==> src/rtl/strip_ang_pkg.sv <==
package strip_ang_pkg;

   localparam int TYPE_W    = 2;
   localparam int NUM_TYPES = 1 << TYPE_W;
   localparam int FAC_W     = 5;
   localparam int FRAC_W    = 3;
   localparam int CODE_W    = 4;
   localparam int FINE_W    = 2;

   // Scale factor of each chamber type, in eighths of a half-strip.
   function automatic logic [FAC_W-1:0] type_factor(input logic [TYPE_W-1:0] t);
      logic [FAC_W-1:0] f;
      case (t)
         2'd0:    f = FAC_W'(8);
         2'd1:    f = FAC_W'(16);
         2'd2:    f = FAC_W'(12);
         default: f = FAC_W'(6);
      endcase
      return f;
   endfunction

   // Chamber types whose half-strip field is only seven bits wide.
   function automatic logic type_is_narrow(input logic [TYPE_W-1:0] t);
      return t[0];
   endfunction

   // Fine correction of a pattern code, two's complement.
   function automatic logic [FINE_W-1:0] code_fine(input logic [CODE_W-1:0] p);
      logic [FINE_W-1:0] c;
      if (p == CODE_W'(2))
         c = 2'b10;
      else if ((p >= CODE_W'(3)) && (p <= CODE_W'(9)))
         c = p[0] ? 2'b01 : 2'b11;
      else
         c = 2'b00;
      return c;
   endfunction

endpackage

==> src/rtl/sa_scale.sv <==
module sa_scale
   import strip_ang_pkg::*;
#(
   parameter int HS_W  = 8,
   parameter int ANG_W = 10,
   parameter int IMPL  = 0
) (
   input  logic [HS_W-1:0]   hstrip,
   input  logic [TYPE_W-1:0] ctype,
   output logic [ANG_W-1:0]  scaled
);

   localparam int PROD_W = HS_W + FAC_W;

   logic [HS_W-1:0]   hs_eff;
   logic [FAC_W-1:0]  factor;
   logic [PROD_W-1:0] prod;

   if (PROD_W < FRAC_W + ANG_W) begin : g_bad_width
      $error("sa_scale: product narrower than the scaled field");
   end
   if (HS_W < 2) begin : g_bad_hs
      $error("sa_scale: half-strip width too small");
   end

   always_comb begin
      factor = type_factor(ctype);
      hs_eff = hstrip;
      if (type_is_narrow(ctype))
         hs_eff[HS_W-1] = 1'b0;
   end

   if (IMPL == 0) begin : g_mul
      always_comb prod = PROD_W'(hs_eff) * PROD_W'(factor);
   end else begin : g_shift_add
      always_comb begin
         prod = '0;
         for (int i = 0; i < FAC_W; i++) begin
            if (factor[i])
               prod = prod + (PROD_W'(hs_eff) << i);
         end
      end
   end

   assign scaled = ANG_W'(prod >> FRAC_W);

endmodule

==> src/rtl/sa_fine_rom.sv <==
module sa_fine_rom
   import strip_ang_pkg::*;
#(
   parameter int PAT_W     = 4,
   parameter int CORR_W    = 2,
   parameter int USE_TABLE = 1
) (
   input  logic [PAT_W-1:0]  code,
   output logic [CORR_W-1:0] fine
);

   localparam int DEPTH = 1 << PAT_W;

   if (PAT_W != CODE_W) begin : g_bad_pat
      $error("sa_fine_rom: pattern width must equal the package code width");
   end
   if (CORR_W != FINE_W) begin : g_bad_corr
      $error("sa_fine_rom: correction width must equal the package fine width");
   end

   if (USE_TABLE != 0) begin : g_table
      logic [CORR_W-1:0] rom [DEPTH];
      for (genvar g = 0; g < DEPTH; g++) begin : g_cell
         assign rom[g] = code_fine(CODE_W'(g));
      end
      assign fine = rom[code];
   end else begin : g_func
      assign fine = code_fine(code);
   end

endmodule

==> src/rtl/sa_sat_add.sv <==
module sa_sat_add #(
   parameter int SUM_W  = 11,
   parameter int CORR_W = 2,
   parameter int OUT_W  = 12,
   parameter int SUB_W  = 2
) (
   input  logic [SUM_W-1:0]  base,
   input  logic [CORR_W-1:0] fine,
   output logic [OUT_W-1:0]  angle
);

   localparam int EXT_W = SUM_W + SUB_W + 1;
   localparam logic signed [EXT_W-1:0] MAX_S = EXT_W'((1 << OUT_W) - 1);

   logic signed [EXT_W-1:0] wide;
   logic signed [EXT_W-1:0] fine_ext;
   logic signed [EXT_W-1:0] base_ext;

   if (EXT_W <= OUT_W) begin : g_bad_ext
      $error("sa_sat_add: extended sum must be wider than the output");
   end
   if (CORR_W > SUB_W + 1) begin : g_bad_fine
      $error("sa_sat_add: correction wider than the fine step allows");
   end

   always_comb begin
      base_ext = $signed({1'b0, base, {SUB_W{1'b0}}});
      fine_ext = $signed({{(EXT_W-CORR_W){fine[CORR_W-1]}}, fine});
      wide     = base_ext + fine_ext;
      if (wide < 0)
         angle = '0;
      else if (wide > MAX_S)
         angle = '1;
      else
         angle = wide[OUT_W-1:0];
   end

endmodule

==> src/rtl/strip_angle_conv.sv <==
module strip_angle_conv
   import strip_ang_pkg::*;
#(
   parameter int HS_W       = 8,
   parameter int ANG_W      = 10,
   parameter int OUT_W      = 12,
   parameter int PAT_W      = 4,
   parameter int CORR_W     = 2,
   parameter int SCALE_IMPL = 0,
   parameter int FINE_TABLE = 1
) (
   input  logic              clk,
   input  logic              rst,
   input  logic [TYPE_W-1:0] cfg_type,
   input  logic [ANG_W-1:0]  cfg_init,
   input  logic              in_valid,
   input  logic [HS_W-1:0]   in_hstrip,
   input  logic [PAT_W-1:0]  in_pattern,
   output logic              out_valid,
   output logic [OUT_W-1:0]  out_angle
);

   localparam int SUM_W = ANG_W + 1;
   localparam int SUB_W = OUT_W - ANG_W;

   if (OUT_W <= ANG_W) begin : g_bad_out
      $error("strip_angle_conv: output must be wider than the coarse angle");
   end
   if (SCALE_IMPL < 0 || SCALE_IMPL > 1) begin : g_bad_impl
      $error("strip_angle_conv: SCALE_IMPL must be 0 or 1");
   end

   logic [TYPE_W-1:0] cfg_type_q;
   logic [ANG_W-1:0]  cfg_init_q;
   logic              s1_valid;
   logic [SUM_W-1:0]  s1_base;
   logic [CORR_W-1:0] s1_fine;
   logic [ANG_W-1:0]  scaled;
   logic [CORR_W-1:0] fine;
   logic [OUT_W-1:0]  angle_nxt;
   logic              idle;

   assign idle = !in_valid && !s1_valid;

   always_ff @(posedge clk) begin
      if (rst) begin
         cfg_type_q <= '0;
         cfg_init_q <= '0;
      end else if (idle) begin
         cfg_type_q <= cfg_type;
         cfg_init_q <= cfg_init;
      end
   end

   sa_scale #(
      .HS_W  (HS_W),
      .ANG_W (ANG_W),
      .IMPL  (SCALE_IMPL)
   ) scale_i (
      .hstrip (in_hstrip),
      .ctype  (cfg_type_q),
      .scaled (scaled)
   );

   sa_fine_rom #(
      .PAT_W     (PAT_W),
      .CORR_W    (CORR_W),
      .USE_TABLE (FINE_TABLE)
   ) fine_i (
      .code (in_pattern),
      .fine (fine)
   );

   always_ff @(posedge clk) begin
      if (rst) begin
         s1_valid <= 1'b0;
         s1_base  <= '0;
         s1_fine  <= '0;
      end else begin
         s1_valid <= in_valid;
         if (in_valid) begin
            s1_base <= {1'b0, scaled} + {1'b0, cfg_init_q};
            s1_fine <= fine;
         end
      end
   end

   sa_sat_add #(
      .SUM_W  (SUM_W),
      .CORR_W (CORR_W),
      .OUT_W  (OUT_W),
      .SUB_W  (SUB_W)
   ) sat_i (
      .base  (s1_base),
      .fine  (s1_fine),
      .angle (angle_nxt)
   );

   always_ff @(posedge clk) begin
      if (rst) begin
         out_valid <= 1'b0;
         out_angle <= '0;
      end else begin
         out_valid <= s1_valid;
         if (s1_valid)
            out_angle <= angle_nxt;
      end
   end

endmodule

==> config.mk <==
export PLATFORM = sky130hd
export DESIGN_NAME = strip_angle_conv
export DESIGN_NICKNAME = d
export VERILOG_FILES = /design/src/rtl/strip_ang_pkg.sv /design/src/rtl/sa_scale.sv /design/src/rtl/sa_fine_rom.sv /design/src/rtl/sa_sat_add.sv /design/src/rtl/strip_angle_conv.sv
export SDC_FILE = /design/constraint.sdc
export NUM_CORES = 1
export LEC_CHECK = 0
export BUFFER_PORTS_ARGS = -buffer_cell sky130_fd_sc_hd__buf_2
export CAP_MARGIN = 0
export CORE_MARGIN = 10
export CORE_UTILIZATION = 45
export DETAILED_ROUTE_END_ITERATION = 8
export PLACE_DENSITY = 0.67
export SLEW_MARGIN = 20
export SYNTH_ARGS = -nofsm -noshare
export SYNTH_HDL_FRONTEND = slang
export SYNTH_HIERARCHICAL = 1
export SYNTH_SLANG_ARGS = --single-unit
==> constraint.sdc <==
create_clock -name clk -period 13 [get_ports clk]
set_input_delay 1.3 -clock clk [delete_from_list [all_inputs] [get_ports clk]]
set_output_delay 1.3 -clock clk [all_outputs]
set_load 0.05 [all_outputs]
==> impl_metrics.toml <==
[setup_path]
crit_type = "in2reg"
cp-startpoint = "in_hstrip[0]"
worst_path_max_delay_cell = "fa_1"
arrival_ns = 5.48
reg2reg_to = "s1_base[8]"
regToRegStartpoint = "cfg_type_q[0]"
rr_worst_depth = 18
crit_path_start_kind = "primary input"
endpoint_kind = "register"
regToRegSetupSlack_ns = 7.67
crit_chain = "buf_2 -> nand2_1 -> fa_1 -> fa_1 -> inv_1 -> ha_1 -> ha_1 -> fa_1 -> a21o_2 -> a21oi_2 -> o21ai_0 -> xor2_1 -> ha_1 -> a21o_1 -> a31o_2 -> a21oi_1 -> or3_1 -> o311ai_0"
cp_max_fo = 7
slowest_delay_ns = 0.55
cp.required_ns = 13.15

[logic_synthesis]
netlist_instances = 396
yosysTopAreaCellShare_pct = 23.0
ys_ff_latch = 39
yosys_warnings = 6
yosysSeqAreaShare_pct = 23.0
synthMuxAreaShare_pct = 5.60
netlist_area_mm2 = 0.00340
syn_area_per_cell_um2 = 8.58
synthFlopType = "dfxtp_1"
syn-num-nets = 480
synth.area.top_cells = "dfxtp_1 23%, ha_1 15%, fa_1 8.8%, mux2i_1 5.6%, nand2_1 4.2%"
synth_compound_area_share_pct = 16.6
synth_edf_count = 0
synth_xor_area_share_pct = 5.41
synthSimpleGateAreaFrac_pct = 19.2
synth_top_family_by_area = "adder cells"
async_reset_ff_share_pct = 0
synth_cell_types = 52
yosysTopAreaCell = "dfxtp_1"
synth_adder_area_share_pct = 24.3

[routing]
wl_per_cell_um = 12.4
viasPerCell = 5.15
ant_nets = 0
vias = 2717
firstDrtPassIters = 4
routed_wl_um = 6550
drt-initial-drc-count = 94
drc = 0

[clock_tree]
hold_buffers = 0
cts_tree = "built"
cts_resized = 0
clockBufferDepth = 2
cts_max_level = 2
numClockSinks = 39
insertion_delay_ns = 0.30
clk_pin_slew_worst_paths_ns = 0.08
clockRootBuffer = "clkbuf_8"
cts_buffers = 5
post-cts-setup-buffers = 0

[floorplan]
die_area_mm2 = 0.0114
start_util_pct = 46.6
row_count = 31
die_y_um = 107
io_pins = 40
fp.dieW_um = 107
coreArea_mm2 = 0.00729

[power_and_ir_drop]
power.density_mw_per_mm2 = 102
ir_worst_vdd_v = 0.0000751
power_w = 0.000383
leakage_nw = 1.80

[sta]
fmax_mhz = 187
rsz0062_at_grt = "no"
slew_headroom_pct = 40.9
fin_crit_ns = 5.34
report.final.slew_viol_count = 0
fin_setup_tns_ns = 0
fin_crit_sh_pct = 41.1
tightest_slew_ns = 0.884
finClkSkew_ns = 0.00928
hold_viol_final = 0
setup_violations = 0

[hold_path]
min_from = "cfg_init_q[0]"
min_path_cells = 2
min_to = "cfg_init_q[0]"
hp-class = "reg2reg"

[flow_run]
drv_cap = 0

[final_layout]
n_antenna_cell = 0
layout-drive-gt1-share_pct = 14.0
nets = 512
area_growth_pct = 10.5

[grt]
antenna_found_initial = 0
grt_first_pass_wirelength_um = 11700
grt_pass1_vias = 2682
grt_max_degree = 44
grt_usage_pct = 11.8
grt_overflow = 0

[place]
place.gp.congestion = 0.823
portBuffers = 39
hpwlAfterDp_um = 5440

[outcome]
status = "finished, final reports clean"
[synthesized netlist by cell type, drive strengths merged (3+ instances only)]
| cell type | n |
|---|---|
| nor2b | 10 |
| xnor2 | 12 |
| mux2i | 19 |
| nand2b | 9 |
| inv | 31 |
| a31oi | 4 |
| xor2 | 9 |
| and2 | 9 |
| nor2 | 36 |
| nand2 | 38 |
| o311ai | 3 |
| o22ai | 3 |
| o21ai | 5 |
| dfxtp | 39 |
| nor3 | 7 |
| nand3 | 10 |
| fa | 15 |
| ha | 42 |
| buf | 6 |
| a211oi | 3 |
| clkbuf | 8 |
| a21o | 6 |
| a21oi | 27 |
| o21a | 15 |
[cell usage in the layout, fill, tap and decap left out, types with 12 or more instances in the layout]
cell     count
o21a_1      15
nor2_1      36
fa_1        15
mux2i_1     19
dfxtp_1     39
nand2_1     38
inv_1       31
ha_1        42
xnor2_1     12
a21oi_1     25
buf_2       39
[report_power, final]
part / total [W] / switching [W] / internal, W
combinational: 0.000140 / 0.0000799 / 0.0000604
clock: 0.000104 / 0.0000457 / 0.0000582
sequential: 0.000139 / 0.00000851 / 0.000130
[worst max-delay path: cells and delay by family]
kind	cells	cell delay, ns
buf+inv	2	0.14
compound gates	7	1.29
simple gates	2	0.21
fa+ha+maj	6	2.38
xor+xnor	1	0.16
[how the worst max path moves through the flow]
stage                       to  cells past startpoint  slack, ns
CTS                 s1_base[8]                     18       7.67
global route        s1_base[8]                     18       7.31
global placement    s1_base[8]                     18       7.47
detailed placement  s1_base[8]                     18       7.38
finish              s1_base[8]                     18       7.66
floorplan           s1_base[8]                     17       7.75
[cell type report]
class | count | area [um^2]
clock buffers | 5 | 68.8
clock inverters | 3 | 47.5
fillers | 730 | 3540
inverters | 31 | 116
multi-input cells | 312 | 2420
flip-flops and latches | 39 | 781
well taps | 99 | 124
repair buffers | 39 | 195
[per-stage QoR]
step	hold WS [ns]	worst slack, ns	utilization (%)	instances	instance area (um^2)
finish	0.467	7.66	51.5	528	3760
global route	0.494	7.31	51.5	528	3760
CTS	0.468	7.67	51.5	528	3760
detailed placement	0.455	7.38	49.9	520	3640
global placement	0.448	7.47	49.9	520	3640
floorplan	0.441	7.75	-	396	3400
[kinds of logic (layout without fill, tap and decap cells)]
kind of cell | Yosys count | count (layout)
other | 2 | 2
buffers and inverters | 45 | 78
AND/OR/NAND/NOR | 132 | 132
AO/OA/AOI/OAI | 81 | 81
multiplexers | 19 | 19
flip-flops | 39 | 39
XOR/XNOR | 21 | 21
adder cells (fa/ha/maj) | 57 | 57
[metal layers]
| metal | global-route usage (%) | share of wire, % | up-vias |
|---|---|---|---|
| met5 | 0 | 0 | - |
| met4 | 3.48 | 1.3 | 0 |
| met3 | 2.16 | 2.9 | 6 |
| met2 | 19.5 | 45 | 37 |
| met1 | 15.3 | 50 | 1248 |
| li1 | - | - | 1426 |
[sequential cells by signal (all words and copies together) (netlist names)]
register / cells
cfg_init_q: 10
cfg_type_q: 2
out_angle: 12
out_valid: 1
s1_base: 11
s1_fine: 2
s1_valid: 1
(Power assumes the default switching activity.)
